===== config.mk =====
export PLATFORM = sky130hd
export DESIGN_NAME = slot_interchanger
export DESIGN_NICKNAME = d
export VERILOG_FILES = /design/src/rtl/tsi_pkg.sv /design/src/rtl/tsi_ctrl.sv /design/src/rtl/tsi_datapath.sv /design/src/rtl/slot_interchanger.sv
export SDC_FILE = /design/constraint.sdc
export NUM_CORES = 2
export LEC_CHECK = 0
export ABC_AREA = 1
export ABC_CLOCK_PERIOD_IN_PS = 4100
export BUFFER_PORTS_ARGS = -buffer_cell sky130_fd_sc_hd__buf_4
export CAP_MARGIN = 40
export CELL_PAD_IN_SITES_DETAIL_PLACEMENT = 1
export CELL_PAD_IN_SITES_GLOBAL_PLACEMENT = 2
export CORE_MARGIN = 2
export CORE_UTILIZATION = 35
export CTS_CLUSTER_DIAMETER = 40
export DETAILED_ROUTE_END_ITERATION = 10
export PLACE_DENSITY_LB_ADDON = 0.1
export SLEW_MARGIN = 10
export SYNTH_ARGS = -nofsm -noshare
export SYNTH_HDL_FRONTEND = slang
export SYNTH_SLANG_ARGS = --single-unit

===== constraint.sdc =====
create_clock -name clk -period 4.1 [get_ports clk]
set_clock_uncertainty 0.2 [all_clocks]
set_input_delay 0.41 -clock clk [delete_from_list [all_inputs] [get_ports clk]]
set_output_delay 0.41 -clock clk [all_outputs]
set_load 0.02 [all_outputs]

===== src/rtl/tsi_pkg.sv =====
package tsi_pkg;
  localparam int MAX_SLOTS = 32;
  localparam int IDX_W = $clog2(MAX_SLOTS);
  localparam int PCM_W = 8;
  localparam logic [PCM_W-1:0] IDLE_BYTE = 8'hFF;

  // one connection-table entry
  typedef struct packed {
    logic             busy;
    logic [IDX_W-1:0] sel;
  } ctl_t;

  // strobes from the control side to the datapath
  typedef struct packed {
    logic             live;
    logic             frameMark;
    logic             clrBank;
    logic             wrEn;
    logic             wrBank;
    logic [IDX_W-1:0] wrAddr;
    logic             rdBank;
    logic [IDX_W-1:0] rdAddr;
    logic             useFlag;
    logic             forceIdle;
  } strobe_t;
endpackage


===== src/rtl/tsi_ctrl.sv =====
module tsi_ctrl
  import tsi_pkg::*;
#(
  parameter int SLOTS = 32
) (
  input  logic             clk,
  input  logic             rstN,
  input  logic             frameStart,
  input  logic             modeRandWr,
  input  logic             cfgWe,
  input  logic [IDX_W:0]   cfgIdx,
  input  logic [IDX_W:0]   cfgSel,
  input  logic             cfgBusy,
  output strobe_t          st
);
  localparam logic [IDX_W-1:0] LAST_SLOT = IDX_W'(SLOTS - 1);
  localparam logic [IDX_W:0]   SLOT_LIM  = (IDX_W + 1)'(SLOTS);

  logic [IDX_W-1:0]  slotReg;
  logic              inFrame;
  logic              wrBankReg;
  ctl_t [SLOTS-1:0]  shadowMem;
  ctl_t [SLOTS-1:0]  activeMem;

  logic              live;
  logic [IDX_W-1:0]  curSlot;
  logic [IDX_W-1:0]  slotIdx;
  logic              curWb;
  ctl_t              ctlCur;
  logic              cfgOk;

  always_comb begin
    live    = frameStart || inFrame;
    curSlot = frameStart ? '0 : slotReg + 1'b1;
    slotIdx = live ? curSlot : '0;
    curWb   = frameStart ? ~wrBankReg : wrBankReg;
    ctlCur  = frameStart ? shadowMem[0] : activeMem[slotIdx];
    cfgOk   = cfgWe && (cfgIdx < SLOT_LIM) && (cfgSel < SLOT_LIM);
  end

  always_ff @(posedge clk) begin
    if (!rstN) begin
      slotReg   <= LAST_SLOT;
      inFrame   <= 1'b0;
      wrBankReg <= 1'b0;
      shadowMem <= '0;
      activeMem <= '0;
    end else begin
      if (live) slotReg <= curSlot;
      inFrame <= live && (curSlot != LAST_SLOT);
      if (frameStart) begin
        wrBankReg <= ~wrBankReg;
        activeMem <= shadowMem;
      end
      if (cfgOk) shadowMem[cfgIdx[IDX_W-1:0]] <= '{busy: cfgBusy, sel: cfgSel[IDX_W-1:0]};
    end
  end

  always_comb begin
    st           = '0;
    st.live      = live;
    st.frameMark = frameStart;
    st.clrBank   = frameStart;
    st.wrBank    = curWb;
    st.rdBank    = ~curWb;
    if (!modeRandWr) begin
      st.wrEn      = live;
      st.wrAddr    = slotIdx;
      st.rdAddr    = ctlCur.sel;
      st.useFlag   = 1'b0;
      st.forceIdle = !ctlCur.busy;
    end else begin
      st.wrEn      = live && ctlCur.busy;
      st.wrAddr    = ctlCur.sel;
      st.rdAddr    = slotIdx;
      st.useFlag   = 1'b1;
      st.forceIdle = 1'b0;
    end
  end

  // active table only changes on a strobe edge
  a_r7_active_holds: assert property (@(posedge clk) disable iff (!rstN)
    !frameStart |=> $stable(activeMem));

  // out-of-range host writes leave staging table alone
  a_r8_bad_cfg_ignored: assert property (@(posedge clk) disable iff (!rstN)
    (cfgWe && ((cfgIdx >= SLOT_LIM) || (cfgSel >= SLOT_LIM))) |=> $stable(shadowMem));

  // writes never leave the frame
  a_r2_wr_in_range: assert property (@(posedge clk) disable iff (!rstN)
    st.wrEn |-> (st.wrAddr <= LAST_SLOT));
endmodule


===== src/rtl/tsi_datapath.sv =====
module tsi_datapath
  import tsi_pkg::*;
#(
  parameter int SLOTS = 32
) (
  input  logic             clk,
  input  logic             rstN,
  input  strobe_t          st,
  input  logic [PCM_W-1:0] inByte,
  output logic [PCM_W-1:0] outByte,
  output logic             outValid,
  output logic             outStart
);
  logic [PCM_W-1:0] mem  [2][SLOTS];
  logic [SLOTS-1:0] flag [2];
  logic [PCM_W-1:0] rdByte;
  logic             rdOk;

  always_ff @(posedge clk) begin
    if (!rstN) begin
      for (int b = 0; b < 2; b++) begin
        flag[b] <= '0;
        for (int s = 0; s < SLOTS; s++) mem[b][s] <= '0;
      end
    end else begin
      for (int b = 0; b < 2; b++)
        if (st.clrBank && (st.wrBank == 1'(b))) flag[b] <= '0;
      if (st.wrEn) begin
        mem[st.wrBank][st.wrAddr]  <= inByte;
        flag[st.wrBank][st.wrAddr] <= 1'b1;
      end
    end
  end

  always_comb begin
    rdByte = mem[st.rdBank][st.rdAddr];
    rdOk   = !st.forceIdle && (!st.useFlag || flag[st.rdBank][st.rdAddr]);
  end

  always_ff @(posedge clk) begin
    if (!rstN) begin
      outByte  <= IDLE_BYTE;
      outValid <= 1'b0;
      outStart <= 1'b0;
    end else begin
      outByte  <= (st.live && rdOk) ? rdByte : IDLE_BYTE;
      outValid <= st.live;
      outStart <= st.frameMark;
    end
  end

  // ping-pong banks never collide
  a_r3_bank_split: assert property (@(posedge clk) disable iff (!rstN)
    st.live |-> (st.wrBank != st.rdBank));

  // idle byte whenever no slot is presented
  a_r9_gap_idle: assert property (@(posedge clk) disable iff (!rstN)
    !outValid |-> (outByte == IDLE_BYTE));

  // frame mark only on a presented slot
  a_r3_mark_valid: assert property (@(posedge clk) disable iff (!rstN)
    outStart |-> outValid);
endmodule


===== src/rtl/slot_interchanger.sv =====
module slot_interchanger
  import tsi_pkg::*;
#(
  parameter int SLOTS = 32
) (
  input  logic             clk,
  input  logic             rstN,
  input  logic             frameStart,
  input  logic [7:0]       inByte,
  input  logic             modeRandWr,
  input  logic             cfgWe,
  input  logic [IDX_W:0]   cfgIdx,
  input  logic [IDX_W:0]   cfgSel,
  input  logic             cfgBusy,
  output logic [7:0]       outByte,
  output logic             outValid,
  output logic             outStart
);
  strobe_t st;

  tsi_ctrl #(.SLOTS(SLOTS)) u_ctrl (
    .clk(clk), .rstN(rstN), .frameStart(frameStart), .modeRandWr(modeRandWr),
    .cfgWe(cfgWe), .cfgIdx(cfgIdx), .cfgSel(cfgSel), .cfgBusy(cfgBusy), .st(st)
  );

  tsi_datapath #(.SLOTS(SLOTS)) u_dp (
    .clk(clk), .rstN(rstN), .st(st), .inByte(inByte),
    .outByte(outByte), .outValid(outValid), .outStart(outStart)
  );
endmodule


==> metrics.txt <==
status finished, final reports clean; Yosys top cell area share 37.34%; Gate Count Post-Synth 4697; First DRT Iteration DRCs 2370; Total GRT Usage 25.38%; Synth Flop Type edfxtp_1; top cells by count, synth nor2_1 (1299), o21ai_0 (599), nand2_1 (536); nature of the critical path endpoint flop; final setup TNS 0 ns; max-cap viol count 0; period utilization a little over nine tenths; Via Count approximately 34k; hpwl dp between 90000 and 100000 um; WP data arrival roughly 4.2 ns; Critical Path Source Type flop; Post-Syn Area 41180 sq um; vias in the first global route around 35k; f_max ~0.26 GHz; adder-cell share of the synthesized area 0.09116%; most frequent cell after synthesis nor2_1; overall power 29060 uW; Crit Path Class flop to flop; Worst EP required about 4.4 ns; Clock Latency Late Sink 0.77 ns; Hold WS 0.03676 ns; unrepaired setup endpoints after global routing true; post-route antenna net violation count 0; share of layout cells above drive strength 1 13.64%; global-route wire length before repair around 230000 um; Synth Area in Simple Gates 24.87%; grt ovf 0; CTS Buf Count between 150 and 200; VDD IR max 0.4175 mV; crit path max fanout 26; routability-driven placement congestion ratio between 0.8 and 0.9; Detailed Routing Iterations Pass 1 6; number of flops mapped to enable cells by yosys approximately 510; vias per cell 5.239; Setup Fix Bufs, Post-CTS 0; Worst Hold Class primary input to flop; largest family of logic cells by synthesized area simple AND/OR/NAND/NOR gates; post-synthesis register bit count 977; async set or reset register ratio after synthesis 0%; Leak 0.02061 uW; CTS sink count around 980; port bufs 35; post-synthesis mux area share 1.191%; final setup fails 0; chip width 347.0 um; DRT Wirelength 153400 um; compound-cell area share of the yosys netlist 9.143%; Final Hold Vio Count 0; die area between 100000 and 150000 sq um; H-tree depth 4; num rows 125; Pwr Density approximately 570 nW/um^2; Slew @ Worst Pin approximately 0.80 ns; Design Area, Final 51340 sq um; largest net degree at the start of global routing approximately 150; post-synth top area cell edfxtp_1; Root Driver clkbuf_16; Reg clk slew, reported paths 0.05 ns; I/O pin cnt 36; post-place instance area approximately 45000 sq um; sequential area share after synthesis 59.95%; core area between 100000 and 150000 sq um; drt wl/cell 23.48 um; DRC viols 0; Synth Area in XOR/XNOR 0%; area added between synthesis and finish 24.68%; top post-synthesis cells by area edfxtp_1 (37%), dfxtp_1 (23%), nor2_1 (12%); ant diodes 0; clock buffer depth 3; Synth cell types 40; Min Clock Period, post-route a little under 4 ns; max-slew violations 0; Max transition margin 46.54%; syn_area_per_cell 8.766 sq um; initial antenna violation count 0; Synth Warn # 0; Initial Utilization 35.39%; CTS tree done; Layout Nets 4889; Die H between 300 and 400 um; Syn Nets 4726
[through the flow]
stage / cells / setup WS [ns] / utilization, %
3_3_place_gp: 6203 / 0.1908 / 38.73
6_report: 6531 / 0.1966 / 44.12
2_1_floorplan: 4697 / 0.4469 / -
4_1_cts: 6531 / 0.04850 / 44.10
5_1_grt: 6531 / -0.009634 / 44.12
3_5_place_dp: 6209 / 0.07413 / 38.83
[logic make-up (layout without fill, tap and decap cells)]
kind of cell,Yosys count,in the layout
simple gates,2445,2445
flops,977,977
compound gates,736,736
buf+inv,487,797
mux,49,49
fa+ha+maj,3,3
[sequential cells by signal, indices dropped and copies added, names as in the netlist]
register and flops:
u_ctrl.inFrame 1, u_dp.outValid 1, u_dp.flag 64, u_ctrl.slotReg 5, u_dp.outByte 8, u_dp.outStart 1, u_ctrl.activeMem 192, u_ctrl.wrBankReg 1
u_ctrl.shadowMem 192, u_dp.mem 512
[cells in the final DEF, fill, tap and decap left out, types with 4 or more instances in the layout]
master,instances
nor2_4,12
clkinv_4,19
clkbuf_8,5
nand3_1,457
clkinv_1,11
o211ai_1,14
o21ai_1,10
clkinvlp_4,18
nor2_2,4
nand2_1,533
inv_2,17
nand3_2,13
o21ai_0,599
o22ai_1,8
bufinv_16,27
clkbuf_16,179
nand4_1,90
inv_6,25
inv_1,147
nand3b_1,7
a21oi_1,97
buf_4,225
clkbuf_1,16
nand2_2,17
dfxtp_1,465
nor3_1,11
edfxtp_1,512
clkinv_2,20
nor2_1,1287
mux2i_1,49
buf_12,73
[routing by layer]
metal	up-vias	wire [um]	share of wire (%)	GRT usage [%]
met4	0	5228	3.4	9.476
li1	16228	-	-	-
met3	276	6147	4.0	3.750
met2	720	73290	48	42.33
met5	-	0	0	0
met1	16995	68710	45	33.31
[what timing repair did]
action                     CTS  global route
hold endpoints to repair    49             0
hold buffers                 3             0
setup endpoints to repair    0           118
gates resized for setup      0             8
[critical path, cell delays in order (launching register included)]
cell	delay (ns)
dfxtp_1	0.32
ha_1	0.31
nand3_2	0.13
buf_4	0.33
nand3_1	0.14
a21oi_1	0.35
o211ai_1	0.15
nand2_1	0.13
nand2_1	0.08
nand2_1	0.08
nand2_1	0.04
nand2_1	0.12
buf_4	0.13
inv_1	0.05
buf_4	0.14
nor3_4	0.26
nand2_1	0.19
nand2_1	0.11
nand2_1	0.06
nor2_1	0.13
buf_4	0.16
[area by class of cell]
| type | instances | area, sq um |
|---|---|---|
| fillers | 13215 | 65020 |
| multi-input cells | 3233 | 14670 |
| clock buffers | 200 | 4608 |
| clock inverters | 119 | 1490 |
| well taps | 1524 | 1907 |
| inverters | 169 | 653.1 |
| flip-flops and latches | 977 | 24680 |
| repair buffers | 309 | 3327 |
[power by group]
group	switching [uW]	internal, uW	total (uW)
logic	2150	903	3050
clock network	5270	9810	15100
registers	159	10800	10900
total	7580	21500	29100
[path summary, 6_finish.rpt]
path | endpoint | start | cells after the start | slack, ns
worst max-delay path | u_dp.mem[1][132] | u_ctrl.slotReg[0] | 20 | 0.20
worst min-delay path | u_ctrl.shadowMem[53] | cfgBusy | 3 | 0.04
worst max register to register | u_dp.mem[1][132] | u_ctrl.slotReg[0] | 20 | 0.20
worst min register to register | u_dp.flag[1][13] | u_dp.flag[1][13] | 2 | 0.25
Power figures use the tool's default switching activity.
